<file path="config.mk">
export PLATFORM = sky130hd
export DESIGN_NAME = con_uart_regs
export DESIGN_NICKNAME = d
export VERILOG_FILES = /design/src/rtl/con_uart_pkg.sv /design/src/rtl/con_rx_hold.sv /design/src/rtl/con_cmd_ctl.sv /design/src/rtl/con_rd_mux.sv /design/src/rtl/con_uart_regs.sv
export SDC_FILE = /design/constraint.sdc
export NUM_CORES = 1
export LEC_CHECK = 0
export CORE_MARGIN = 5
export CORE_UTILIZATION = 55
export DETAILED_ROUTE_END_ITERATION = 8
export DONT_BUFFER_PORTS = 1
export GPL_TIMING_DRIVEN = 1
export PLACE_DENSITY = 0.72
export SYNTH_ARGS = -nofsm -noshare
export SYNTH_HDL_FRONTEND = slang
export SYNTH_SLANG_ARGS = --single-unit
export TNS_END_PERCENT = 20
</file>
<file path="constraint.sdc">
create_clock -name clk -period 2.5 [get_ports clk]
set_input_delay 0.375 -clock clk [delete_from_list [all_inputs] [get_ports clk]]
set_output_delay 0.375 -clock clk [all_outputs]
set_load 0.005 [all_outputs]
</file>
<file path="src/rtl/con_uart_pkg.sv">
package con_uart_pkg;
  localparam int unsigned AW = 3;
  localparam int unsigned DW = 8;

  localparam logic [AW-1:0] OFS_DATA  = 3'd0;
  localparam logic [AW-1:0] OFS_IEN   = 3'd1;
  localparam logic [AW-1:0] OFS_ID    = 3'd2;
  localparam logic [AW-1:0] OFS_CMD   = 3'd3;
  localparam logic [AW-1:0] OFS_MODEM = 3'd4;
  localparam logic [AW-1:0] OFS_STAT  = 3'd5;

  localparam logic [DW-1:0] CMD_ARM    = 8'h03;
  localparam logic [DW-1:0] CMD_TXACK  = 8'h28;
  localparam logic [DW-1:0] STAT_BASE  = 8'h64;
  localparam logic [DW-1:0] IEN_PROBE  = 8'h0F;
  localparam logic [DW-1:0] SRC_TX     = 8'h10;
  localparam logic [DW-1:0] SRC_RX     = 8'h20;

  // interrupt state: tx in bit 0, rx in bit 1
  typedef struct packed {
    logic rx;
    logic tx;
  } irq_state_t;
endpackage

</file>
<file path="src/rtl/con_rx_hold.sv">
module con_rx_hold
  import con_uart_pkg::*;
(
  input  logic          clk,
  input  logic          rst_n,
  input  logic          stat_rd,
  input  logic          data_rd,
  input  logic          in_valid,
  input  logic [DW-1:0] in_data,
  output logic          in_ready,
  output logic          held,
  output logic          pend_now,
  output logic [DW-1:0] hold_data
);
  logic          vld_q;
  logic [DW-1:0] chr_q;
  logic          take;

  assign in_ready  = stat_rd & ~vld_q;
  assign take      = in_valid & in_ready;
  assign pend_now  = vld_q | take;
  assign held      = vld_q;
  assign hold_data = chr_q;

  always_ff @(posedge clk) begin
    if (!rst_n) begin
      vld_q <= 1'b0;
      chr_q <= '0;
    end else if (take) begin
      vld_q <= 1'b1;
      chr_q <= in_data;
    end else if (data_rd) begin
      vld_q <= 1'b0;
    end
  end


  capture_chk: assert property (@(posedge clk) disable iff (!rst_n)
    (in_valid && in_ready) |=> (held && hold_data == $past(in_data)));

  drain_chk: assert property (@(posedge clk) disable iff (!rst_n)
    (data_rd && !stat_rd) |=> !held);
endmodule

</file>
<file path="src/rtl/con_cmd_ctl.sv">
module con_cmd_ctl
  import con_uart_pkg::*;
(
  input  logic          clk,
  input  logic          rst_n,
  input  logic          cmd_wr,
  input  logic [DW-1:0] wdata,
  input  logic          stat_rd,
  input  logic          irq_set,
  output logic          armed,
  output logic          tx_pend,
  output logic          ack_err
);
  logic [DW-1:0] cmd_q;
  logic          ack;

  assign armed = (cmd_q == CMD_ARM);
  assign ack   = cmd_wr && (wdata == CMD_TXACK);

  always_ff @(posedge clk) begin
    if (!rst_n) begin
      cmd_q   <= '0;
      tx_pend <= 1'b0;
      ack_err <= 1'b0;
    end else begin
      if (cmd_wr)
        cmd_q <= wdata;
      else if (stat_rd && armed)
        cmd_q <= '0;
      if (irq_set)
        tx_pend <= 1'b1;
      else if (ack)
        tx_pend <= 1'b0;
      ack_err <= ack && !tx_pend;
    end
  end


  one_shot_chk: assert property (@(posedge clk) disable iff (!rst_n)
    (stat_rd && armed && !cmd_wr) |=> !armed);

  ack_clear_chk: assert property (@(posedge clk) disable iff (!rst_n)
    (cmd_wr && wdata == CMD_TXACK && !irq_set) |=> !tx_pend);

  err_pulse_chk: assert property (@(posedge clk) disable iff (!rst_n)
    ack_err |-> (!tx_pend || $past(irq_set)));
endmodule

</file>
<file path="src/rtl/con_rd_mux.sv">
module con_rd_mux
  import con_uart_pkg::*;
(
  input  logic          rd,
  input  logic [AW-1:0] addr,
  input  logic [DW-1:0] hold_data,
  input  logic [DW-1:0] ien,
  input  logic          armed,
  input  irq_state_t    irq,
  output logic [DW-1:0] rdata
);
  logic [DW-1:0] stat_val;

  always_comb begin
    if (armed)
      stat_val = irq.tx ? SRC_TX : (irq.rx ? SRC_RX : '0);
    else
      stat_val = STAT_BASE | {{(DW-1){1'b0}}, irq.rx};
  end

  always_comb begin
    rdata = '0;
    if (rd) begin
      unique case (addr)
        OFS_DATA: rdata = hold_data;
        OFS_IEN:  rdata = (ien == IEN_PROBE) ? IEN_PROBE : '0;
        OFS_STAT: rdata = stat_val;
        default:  rdata = '0;
      endcase
    end
  end
endmodule

</file>
<file path="src/rtl/con_uart_regs.sv">
module con_uart_regs
  import con_uart_pkg::*;
(
  input  logic          clk,
  input  logic          rst_n,
  input  logic [AW-1:0] bus_addr,
  input  logic          bus_rd,
  input  logic          bus_wr,
  input  logic [DW-1:0] bus_wdata,
  output logic [DW-1:0] bus_rdata,
  input  logic          rx_valid,
  input  logic [DW-1:0] rx_data,
  output logic          rx_ready,
  output logic          tx_valid,
  output logic [DW-1:0] tx_data,
  input  logic          txint_set,
  output logic          txint_pend,
  output logic          rx_pend,
  output logic          ack_err
);
  logic          stat_rd, data_rd, cmd_wr;
  logic          pend_now, armed;
  logic [DW-1:0] hold_data;
  logic [DW-1:0] ien_q;
  irq_state_t    irq;

  assign stat_rd = bus_rd && (bus_addr == OFS_STAT);
  assign data_rd = bus_rd && (bus_addr == OFS_DATA);
  assign cmd_wr  = bus_wr && (bus_addr == OFS_CMD);

  con_rx_hold u_rx (
    .clk(clk), .rst_n(rst_n), .stat_rd(stat_rd), .data_rd(data_rd),
    .in_valid(rx_valid), .in_data(rx_data), .in_ready(rx_ready),
    .held(rx_pend), .pend_now(pend_now), .hold_data(hold_data)
  );

  con_cmd_ctl u_cmd (
    .clk(clk), .rst_n(rst_n), .cmd_wr(cmd_wr), .wdata(bus_wdata),
    .stat_rd(stat_rd), .irq_set(txint_set), .armed(armed),
    .tx_pend(txint_pend), .ack_err(ack_err)
  );

  assign irq.tx = txint_pend;
  assign irq.rx = pend_now;

  con_rd_mux u_mux (
    .rd(bus_rd), .addr(bus_addr), .hold_data(hold_data), .ien(ien_q),
    .armed(armed), .irq(irq), .rdata(bus_rdata)
  );

  always_ff @(posedge clk) begin
    if (!rst_n) begin
      ien_q    <= '0;
      tx_valid <= 1'b0;
      tx_data  <= '0;
    end else begin
      if (bus_wr && bus_addr == OFS_IEN)
        ien_q <= bus_wdata;
      tx_valid <= bus_wr && (bus_addr == OFS_DATA);
      if (bus_wr && bus_addr == OFS_DATA)
        tx_data <= bus_wdata;
    end
  end


  tx_strobe_chk: assert property (@(posedge clk) disable iff (!rst_n)
    (bus_wr && bus_addr == OFS_DATA) |=> (tx_valid && tx_data == $past(bus_wdata)));

  tx_single_chk: assert property (@(posedge clk) disable iff (!rst_n)
    !(bus_wr && bus_addr == OFS_DATA) |=> !tx_valid);

  ready_gate_chk: assert property (@(posedge clk) disable iff (!rst_n)
    rx_ready |-> (bus_rd && !rx_pend));
endmodule

</file>
=== After elaboration in Yosys (flattened, before gate mapping) ===
Cells that the tools add are included.
Widths: inputs -> output; s select.

* Eq/ne operators: 6
* Muxes and demuxes: 12
* Bitwise gates (word level): 4
* Reduce and logical (&&, ||, !) cells: 13

{| class="wikitable"
|+ Operators by type and width
! kind !! count
|-
| $mux 8 || 5
|-
| $pmux 8 s3 || 1
|-
| $eq 8x2->1 const B || 1
|-
| $eq 8x4->1 const B || 1
|-
| $eq 8x6->1 const B || 1
|-
| $logic_and 1x1->1 || 8
|-
| $mux 6 || 1
|-
| $reduce_bool 2->1 || 3
|-
| $mux 1 || 4
|-
| $mux 4 || 1
|-
| $eq 3x1->1 const B || 1
|-
| $eq 3x2->1 const B || 1
|-
| $eq 3x3->1 const B || 1
|-
| $logic_not 3->1 || 1
|-
| $and 1x1->1 || 2
|-
| $logic_not 1->1 || 1
|-
| $not 1->1 || 1
|-
| $or 1x1->1 || 1
|}

* Register bits: 36
* Bits of input ports: 25
* Output and inout bits: 21
* Logic and storage cells: 43

=== Depth between registers and ports, before layout ===
Gate-level depths: netlist of run 1.

* Word-level depth: 10
* Mapped depth: 5
* Gate-level depth less buffers: 3

=== Modules after synthesis ===
Synthesis of run 1 repeated with hierarchy kept, for this count alone.

* Cells, all modules: 180
* Area, all modules: 1700.4 um2

{| class="wikitable"
|+ By module, submodules not included
! module !! times used !! cells an instance !! area an instance (um2) !! seq. area each (um2)
|-
| con_uart_regs || 1 || 68 || 680.7 || 340.3
|-
| con_cmd_ctl || 1 || 42 || 440.4 || 200.2
|-
| con_rx_hold || 1 || 41 || 381.6 || 180.2
|-
| con_rd_mux || 1 || 29 || 197.7 || 0.0
|}

=== Least setup slack after synthesis of run 1 ===
OpenSTA, ideal clock, no wires.

* Path type: register to output
* Start point: reg u_cmd.cmd_q[4]
* End point: out bus_rdata[6]
* Data arrival time: 1.161 ns
* Data required time: 2.125 ns
* Slack: 0.964 ns
* Cell stages (with the launch flop): 4
* Buffers on the path: 0
* Cell sequence: dfxtp_1 > or4_1 > o2111ai_1 > a21oi_1

* Cells in the longest elaborated chain, start to end: 4

{| class="wikitable"
|+ RTL lines
! what !! line !! source
|-
| start, declared || con_cmd_ctl.sv:14 || <nowiki>logic [DW-1:0] cmd_q;</nowiki>
|-
| start signal, assigned || con_cmd_ctl.sv:27 || <nowiki>cmd_q <= wdata;</nowiki>
|-
| $eq 8x2->1 || con_cmd_ctl.sv:17 || <nowiki>assign armed = (cmd_q == CMD_ARM);</nowiki>
|-
| $mux 8 || con_rd_mux.sv:15 || <nowiki>if (armed)</nowiki>
|-
| $pmux 8 s3 || con_rd_mux.sv:24 || <nowiki>unique case (addr)</nowiki>
|-
| $mux 8 || con_rd_mux.sv:23 || <nowiki>if (rd) begin</nowiki>
|-
| end, declared || con_uart_regs.sv:10 || <nowiki>output logic [DW-1:0] bus_rdata,</nowiki>
|}

No other way between the ends.

=== Worst setup path in the final report of run 1 ===
Same ends and word-level chain as after synthesis.

==> impl_summary.md, run 1 <==
Clock network
Clock latency on the worst-skew pair, taken at its later pin, is 0.34 ns. The clock tree synthesis step divided the H-tree into 2 levels. Counting the buffers created by CTS gives 5. The post-cts sizing count is 0. After clock tree synthesis, the clock-pin slew on the worst setup and hold paths is 0.11 ns. The buffer levels on the longest clock path is 2. The number of sinks handled by clock tree synthesis is 36. Clock tree synthesis selected as its root buffer the cell sky130_fd_sc_hd__clkbuf_4. In this run the post-CTS setup repair buffer count came out at 0.

TritonCTS built the clock tree. The hold-fix buffer count after cts is 0.

Die
The die span in x is 65.8 um. The vertical die dimension is 65.8 um. In this run the standard cell core region covers between 3000 and 4000 um^2. The floorplan has 20 rows.

The die outline area is between 4000 and 5000 um^2. The initial core utilization is between 50% and 60%. During I/O placement, the number of pins put on the boundary was 46.

Pwr
The internal portion of total power is between 800 and 900 uW. The net switching power is 223 uW. The clock share of power is 38.3%. The total power per unit cell area is slightly below 600 nW/um^2. The worst ir drop on vdd is 0.336 mV. Combinational cells account for under 10% of the total power. The standby leakage power is 0.586 nW. The sequential cell fraction of total power is 56.8%. The switching portion of total power is 21.3%.

Routing
The post-route DRC violation count is 0. The final layout contains routed wiring with a total length of 3750 um. After detailed routing, the average wire length per cell comes to 16.8 um.

The total number of vias is between 1000 and 1500. The residual antenna-violating net count after detailed routing is 0. After the first detailed-routing iteration, the DRC count stood at 86. Dividing the detail-routed via count by the number of cells gives 5.82. The first TritonRoute pass finished after 5 iterations.

Timing
Setup violations remaining at the end of the flow were counted as 0. The post-route minimum period is around 2.0 ns. For the pin with the worst max-slew slack, the measured transition is 0.836 ns. Timing would allow up to roughly 500 MHz.

Setup repair after global routing left no endpoint under its margin. After layout, the worst path uses 79.2% of the clock period. The aggregate negative setup slack is 0 ns. Between clock sinks in the finished design, the worst skew comes to 0.00826 ns.

The post-route worst setup slack is 0.519 ns. The final number of hold-violating endpoints is 0. In this run the tightest slew margin relative to its limit is 44.0%. The number of max-slew violations in the final report is 0.

Synth
Sorting the synthesized cells by area gives the leading types as sky130_fd_sc_hd__dfxtp_1 (42%), sky130_fd_sc_hd__nand2_1 (10%), sky130_fd_sc_hd__mux2i_1 (9.4%), sky130_fd_sc_hd__a21boi_1 (3.5%), sky130_fd_sc_hd__nor2b_1 (3.3%). The top-area cell type share of the netlist area is 42.1%. In the post-synthesis netlist, the cell with the most instances is sky130_fd_sc_hd__nand2_1.

Synthesis instantiated 41 different standard cells from the library. Summing every instance area after synthesis gives 1710 um^2. By count the netlist is led by sky130_fd_sc_hd__nand2_1 (46), sky130_fd_sc_hd__dfxtp_1 (36), sky130_fd_sc_hd__mux2i_1 (16), sky130_fd_sc_hd__nor2b_1 (9), sky130_fd_sc_hd__a21boi_1 (8). After synthesis, the mean cell area works out to between 9 and 10 um^2. In the synthesized netlist, the number of instances is approximately 180. The net count of the mapped netlist is 209. During synthesis, Yosys emitted a total of 0 warnings.

The number of flops mapped to enable cells by yosys is 0. After synthesis the netlist holds a flip-flop and latch count of 36. The share of the yosys chip area belonging to registers is 42.1%. sky130_fd_sc_hd__dfxtp_1 takes more of the synthesized area than any other cell. The most used flip-flop cell after synthesis is sky130_fd_sc_hd__dfxtp_1. The proportion of synthesized flip-flops having asynchronous set or reset is 0%.

Worst setup path
Data on the critical path arrives at its endpoint at 1.61 ns. STA classifies the critical path endpoint as an output port. Of all nets on the critical path, the largest fanout is 3. The stage delay of the slowest cell on the critical path is 0.60 ns. For the worst setup path, the data required time is 2.12 ns. The critical path is of the reg2out type. The critical path goes through or4_1 > o2111ai_1 > a21oi_1. The slowest library cell on the worst path is sky130_fd_sc_hd__or4_1.

STA classifies the critical path startpoint as a register.

Placed design
Input and output buffers added on the ports amount to 0. In this run, placement finished with an instance count of 215. After legalization and detailed placement, the total HPWL measured ~2800 um.

OpenSTA, run right after detailed placement, puts the worst setup slack at 0.800 ns. The placer's final routability congestion estimate is approximately 0.8.

Global route
The total grt overflow is 0. The number of antenna violations at the first check in global routing is 0. Global routing used 19.1% of the available tracks.

The first-pass GRT wire length is about 6300 um. Entering global routing, the biggest net connects 48 pins. The number of global-route vias before repair was approximately 1400.

Finish
After the last flow step, the layout net total stands at between 200 and 250. The flip-flop and latch area is 721 um^2. From synthesis to final layout, the design area changed by 2.63%. The area of the multi-input gates is 892 um^2.

The number of diodes is 0. The end-of-flow core utilization is 58.0%. Of the cells placed in the final design, the portion with a size suffix greater than 1 is just under 8%. The filler-free cell count of the finished design is 223. The layout has 280 filler cells.

Run
The number of violations of the max-capacitance limit is 0.

Outcome
The run finished with clean final reports.

Hold path
The class of the worst hold path is in2reg.
==> layout by cell type, fill, tap and decap left out, types with 2 or more instances in the layout <==
cell / n
sky130_fd_sc_hd__nor2b_1: 9
sky130_fd_sc_hd__nor4bb_1: 2
sky130_fd_sc_hd__nand2_1: 46
sky130_fd_sc_hd__a21oi_1: 4
sky130_fd_sc_hd__nor2_1: 3
sky130_fd_sc_hd__o31ai_1: 2
sky130_fd_sc_hd__clkbuf_4: 5
sky130_fd_sc_hd__and2_1: 3
sky130_fd_sc_hd__nor4b_1: 2
sky130_fd_sc_hd__nor4_1: 2
sky130_fd_sc_hd__nand3_1: 4
sky130_fd_sc_hd__o211ai_1: 2
sky130_fd_sc_hd__o21a_1: 2
sky130_fd_sc_hd__inv_1: 3
sky130_fd_sc_hd__a21boi_1: 8
sky130_fd_sc_hd__o2bb2ai_1: 6
sky130_fd_sc_hd__and4b_1: 2
sky130_fd_sc_hd__mux2i_1: 16
sky130_fd_sc_hd__dfxtp_1: 36
==> metal layers <==
layer	up-vias	track usage (%)	routed length [um]
met5	-	0	0
met2	43	33.3	1950
met1	618	19.9	1500
met3	4	7.69	267
met4	0	8.55	30
li1	632	-	-
==> area by class of cell <==
cell class	count	area share, %
clock inverter	2	2.00
tap	44	3.14
clock buffer	6	2.35
sequential	36	41.1
multi-input combinational	132	50.8
inverter	3	0.641
==> path summary, 6_finish.rpt <==
| path | start | to | slack, ns | cells past startpoint |
|---|---|---|---|---|
| max | u_cmd.cmd_q[4] | bus_rdata[6] | 0.52 | 3 |
| max reg2reg | u_cmd.cmd_q[4] | u_cmd.cmd_q[1] | 1.07 | 3 |
| min reg2reg | u_rx.hold_data[5] | u_rx.hold_data[5] | 0.47 | 2 |
| min | bus_wdata[2] | u_cmd.cmd_q[2] | 0.15 | 1 |
==> registers in the layout (all words and copies together) (netlist names) <==
signal          count
ien_q               8
tx_data             8
tx_valid            1
u_cmd.ack_err       1
u_cmd.cmd_q         8
u_cmd.tx_pend       1
u_rx.held           1
u_rx.hold_data      8
==> power groups by stage <==
stage	combinational, mW	sequential, mW	clock (mW)
CTS	0.0520	0.594	0.413
global placement	0.0501	0.606	0
detailed placement	0.0520	0.607	0
floorplan	0.0653	0.604	0
global route	0.0573	0.595	0.441
finish	0.0514	0.593	0.400
==> stage by stage <==
| stage | hold slack [ns] | cell area [um^2] | power, mW |
|---|---|---|---|
| after floorplan | 0.430 | 1710 | 0.669 |
| after global placement | 0.440 | 1680 | 0.656 |
| after detailed placement | 0.455 | 1680 | 0.659 |
| after CTS | 0.131 | 1760 | 1.06 |
| after global routing | 0.116 | 1760 | 1.09 |
| final | 0.149 | 1760 | 1.04 |
==> critical path, delay by kind of cell, from the launching register on <==
| family | cells | cell delay [ns] |
|---|---|---|
| and+or+nand+nor | 1 | 0.60 |
| AOI/OAI and AO/OA | 2 | 0.34 |
| DFF | 1 | 0.33 |
==> cells by family (layout without fill, tap and decap cells) <==
family,after synthesis,in the layout,share of synthesized area [%]
buffers and inverters,16,11,5.71
AO/OA/AOI/OAI,31,31,13.7
AND/OR/NAND/NOR,85,85,29.1
multiplexers,16,16,9.36
flip-flops,36,36,42.1
Note: power is estimated with default switching activity, not from simulation.
==> run 2, diff against run 1 <==
- PLACE_DENSITY: 0.72 -> 0.75
- clock period: 2.5 -> 1.8 ns (I/O delays scaled with it)
==> run 2 against run 1 <==
Net effect:
- the run now ends with setup timing left
- cell count grew 2.2%
- via count shrank 0.46%
- critical path type unchanged
- critical path depth is the same
- core utilization grew 2.9 points
- sequential cell count is the same
- combinational power grew 59%
- clock-buffer cell count is the same
- total power grew 40%
- cell area grew 5.1%
- register-to-register slack lost 0.78 ns
- worst hold slack lost 0.099 ns
==> impl_summary.md, run 2 (same netlist as run 1, synthesis figures left out) <==
Outcome
The flow ran to the end, but the final reports show violations. The checks that failed: setup timing.

Finish
The net count of the finished layout is 208 (+2.5%). Compared with the post-synthesis result, the final layout area differs by 7.83%. The number of diodes came to 0 (unchanged). The end-of-flow core utilization is 60.9% (+2.9 points). Leaving out fill and tap cells, the most frequent cell in the layout is sky130_fd_sc_hd__nand2_1. The ratio of cells with drive above 1 in the final layout is 17.9% (+10 points).

The final standard cell area without fillers is 1840 um^2 (+5.1%). Leaving out fill and tap cells, the most frequent cells in the layout are sky130_fd_sc_hd__nand2_1 (46), sky130_fd_sc_hd__dfxtp_1 (30), sky130_fd_sc_hd__mux2i_1 (16).

Clock network
TritonCTS built the clock tree. The clock-pin slew reported for the worst setup and hold paths after clock tree synthesis is 0.11 ns (about the same). The total CTS buffers is 5 (unchanged). The clock latency on the worst-skew pair is 0.33 ns (about the same). The deepest level of the CTS H-tree is 2 (unchanged).

The buffer levels on the longest clock path is 2 (unchanged). The number of sinks handled by clock tree synthesis was 36 (unchanged). The cell sitting at the root of the clock tree is a sky130_fd_sc_hd__clkbuf_4.

Worst setup path
The depth of the worst register-to-register path is 4 (+1). Walking the worst path, the cells encountered are or4_4 > o2111ai_2 > a21oi_2. The worst endpoint required time is 1.53 ns (-0.59 ns). The slowest library cell on the worst path is sky130_fd_sc_hd__or4_4. STA classifies the critical path endpoint as an output port. The startpoint kind of the worst setup timing path is a register. The critical register-to-register path startpoint is u_cmd.cmd_q[7]. The top cell family by delay on the critical path is simple AND/OR/NAND/NOR gates. The highest net fanout along the worst path came to 3 (unchanged).

The flop-to-flop setup slack came to 0.29 ns (-0.78 ns). The category of the critical setup timing path is reg2out. The arrival time reported for the critical path endpoint came to 1.55 ns (-0.06 ns). The count of buffering cells on the critical path with inverters included is 0 (unchanged). The destination of the worst register-to-register timing path is u_cmd.cmd_q[0].

The stage delay of the slowest cell on the critical path came to 0.57 ns (-0.03 ns).

Placed design
The placer's final routability congestion estimate is 0.837 (+4.6%). The placed standard-cell area is 1690 um^2 (+0.89%). The count of buffers from port buffering is 0 (unchanged).

The HPWL reported at the end of detailed placement is 2760 um (-2.6%). The worst setup timing slack at the placement stage is 0.290 ns (-0.509 ns).

Pwr
The overall power consumption came to 1.46 mW (+40%). The share of power burned in combinational logic is 5.6% (+0.7 points). The switching portion of total power is 21.4% (+0.095 points). The internal portion of total power is 1.15 mW (+40%). The clock share of power is 38.0% (-0.3 points). The sequential cell fraction of total power is 56.4% (-0.4 points). The total power per unit cell area was 793 nW/um^2 (+33%). The worst ir drop on vdd is 0.385 mV (+14%). The standby leakage power is 0.620 nW (+5.8%). The net switching power is 313 uW (+41%).

Routing
The total number of vias was 1291 (-0.46%). The first-pass iteration count of the detailed router is 4 (-1). The total detailed-routing wirelength is 3740 um (-0.32%).

The via count normalized by instance count is 5.66 (-2.6%). The detail-routed net length per standard cell is 16.4 um (-2.5%). The post-route DRC violation count was 0 (unchanged). The residual antenna-violating net count after detailed routing is 0 (unchanged). The initial detailed-routing violation count is 56 (-35%).

Die
The number of placed I/O pins is 46 (unchanged). The die span in x was 65.8 um (unchanged). The core region area was 3030 um^2 (unchanged). The die outline area is 4330 um^2 (unchanged). The standard-cell row count is 20 (unchanged).

The initial core utilization is 56.5% (unchanged). The vertical die dimension is 65.8 um (unchanged).

Timing
Derived from the worst setup path, the maximum achievable clock frequency is 550 MHz. Setup repair after global routing could not meet its margin everywhere. The post-route minimum period is 1.82 ns. The slew at the pin with the worst max-slew slack is 0.513 ns (-0.323 ns). The worst path uses 101% of the clock period. The post-route worst setup slack was -0.0175 ns (-0.537 ns). The max-slew headroom at the worst pin is 65.6% (+22 points). The final count of negative-setup-slack endpoints is 1 (+1). The number of max-slew violations in the final report came to 0 (unchanged). The worst clock skew on the final layout is 0.00578 ns (-0.00248 ns). The final number of hold-violating endpoints is 0 (unchanged).

Hold path
The class of the worst hold path is in2reg. For hold timing, the worst endpoint is u_cmd.cmd_q[5]. The worst hold path begins at bus_wdata[5]. The worst hold path depth is 1 (unchanged).

Global route
The number of antenna violations at the first check in global routing is 0 (unchanged). The number of global-route vias before repair is 1274 (-7.6%). The largest net degree at the start of global routing was 48 (unchanged). The first-pass GRT wire length is 5920 um (-5.4%). The overall fraction of global-route tracks in use came to 17.8% (-1.3 points).

The total grt overflow is 0 (unchanged).

Run
The number of violations of the max-capacitance limit is 0 (unchanged).
run 2: how the worst max path moves through the flow:
| stage | from | to | slack (ns) | cells after the start |
|---|---|---|---|---|
| floorplan | u_cmd.cmd_q[4] | bus_rdata[6] | 0.37 | 3 |
| global placement | u_cmd.cmd_q[4] | bus_rdata[6] | 0.30 | 3 |
| detailed placement | u_cmd.cmd_q[4] | bus_rdata[6] | 0.29 | 3 |
| CTS | u_cmd.cmd_q[2] | bus_rdata[6] | -0.03 | 3 |
| global route | u_cmd.cmd_q[7] | bus_rdata[6] | -0.06 | 3 |
| finish | u_cmd.cmd_q[7] | bus_rdata[6] | -0.02 | 3 |
run 2: metal layers:
layer / share of wire, % / up-vias / GRT usage, %
li1: - / 641 / -
met1: 41 / 613 / 18.8
met2: 51 / 30 / 31.4
met3: 7.4 / 7 / 6.84
met4: 1.2 / 0 / 7.25
met5: 0 / - / 0
run 2: power by group through the flow:
stage / Clock (mW) / Sequential, mW / Combinational, mW
CTS: 0.567 / 0.825 / 0.0773
detailed placement: 0 / 0.843 / 0.0729
finish: 0.555 / 0.825 / 0.0816
floorplan: 0 / 0.839 / 0.0907
global route: 0.605 / 0.828 / 0.0894
global placement: 0 / 0.842 / 0.0705
run 2: area by class of cell:
type / instances / area (um^2)
fill: 247 / 1180
multi-input combinational: 132 / 936
sequential: 36 / 728
tap: 44 / 55.1
clock buffer: 6 / 41.3
timing repair buffer: 5 / 37.5
clock inverter: 2 / 35.0
inverter: 3 / 11.3
run 2: per-stage QoR:
| step | cells | setup TNS [ns] | hold WS [ns] |
|---|---|---|---|
| CTS | 225 | -0.0446 | 0.0361 |
| detailed placement | 217 | 0 | 0.395 |
| global route | 228 | -0.146 | 0.0321 |
| global placement | 217 | 0 | 0.390 |
| finish | 228 | -0.0175 | 0.0496 |
| floorplan | 184 | 0 | 0.387 |
run 2: repair_timing:
action,4_1_cts,5_1_grt
setup endpoints to repair,4,7
resized for setup,9,6
pin swaps,1,4
hold buffers,0,0
buffers inserted,0,3
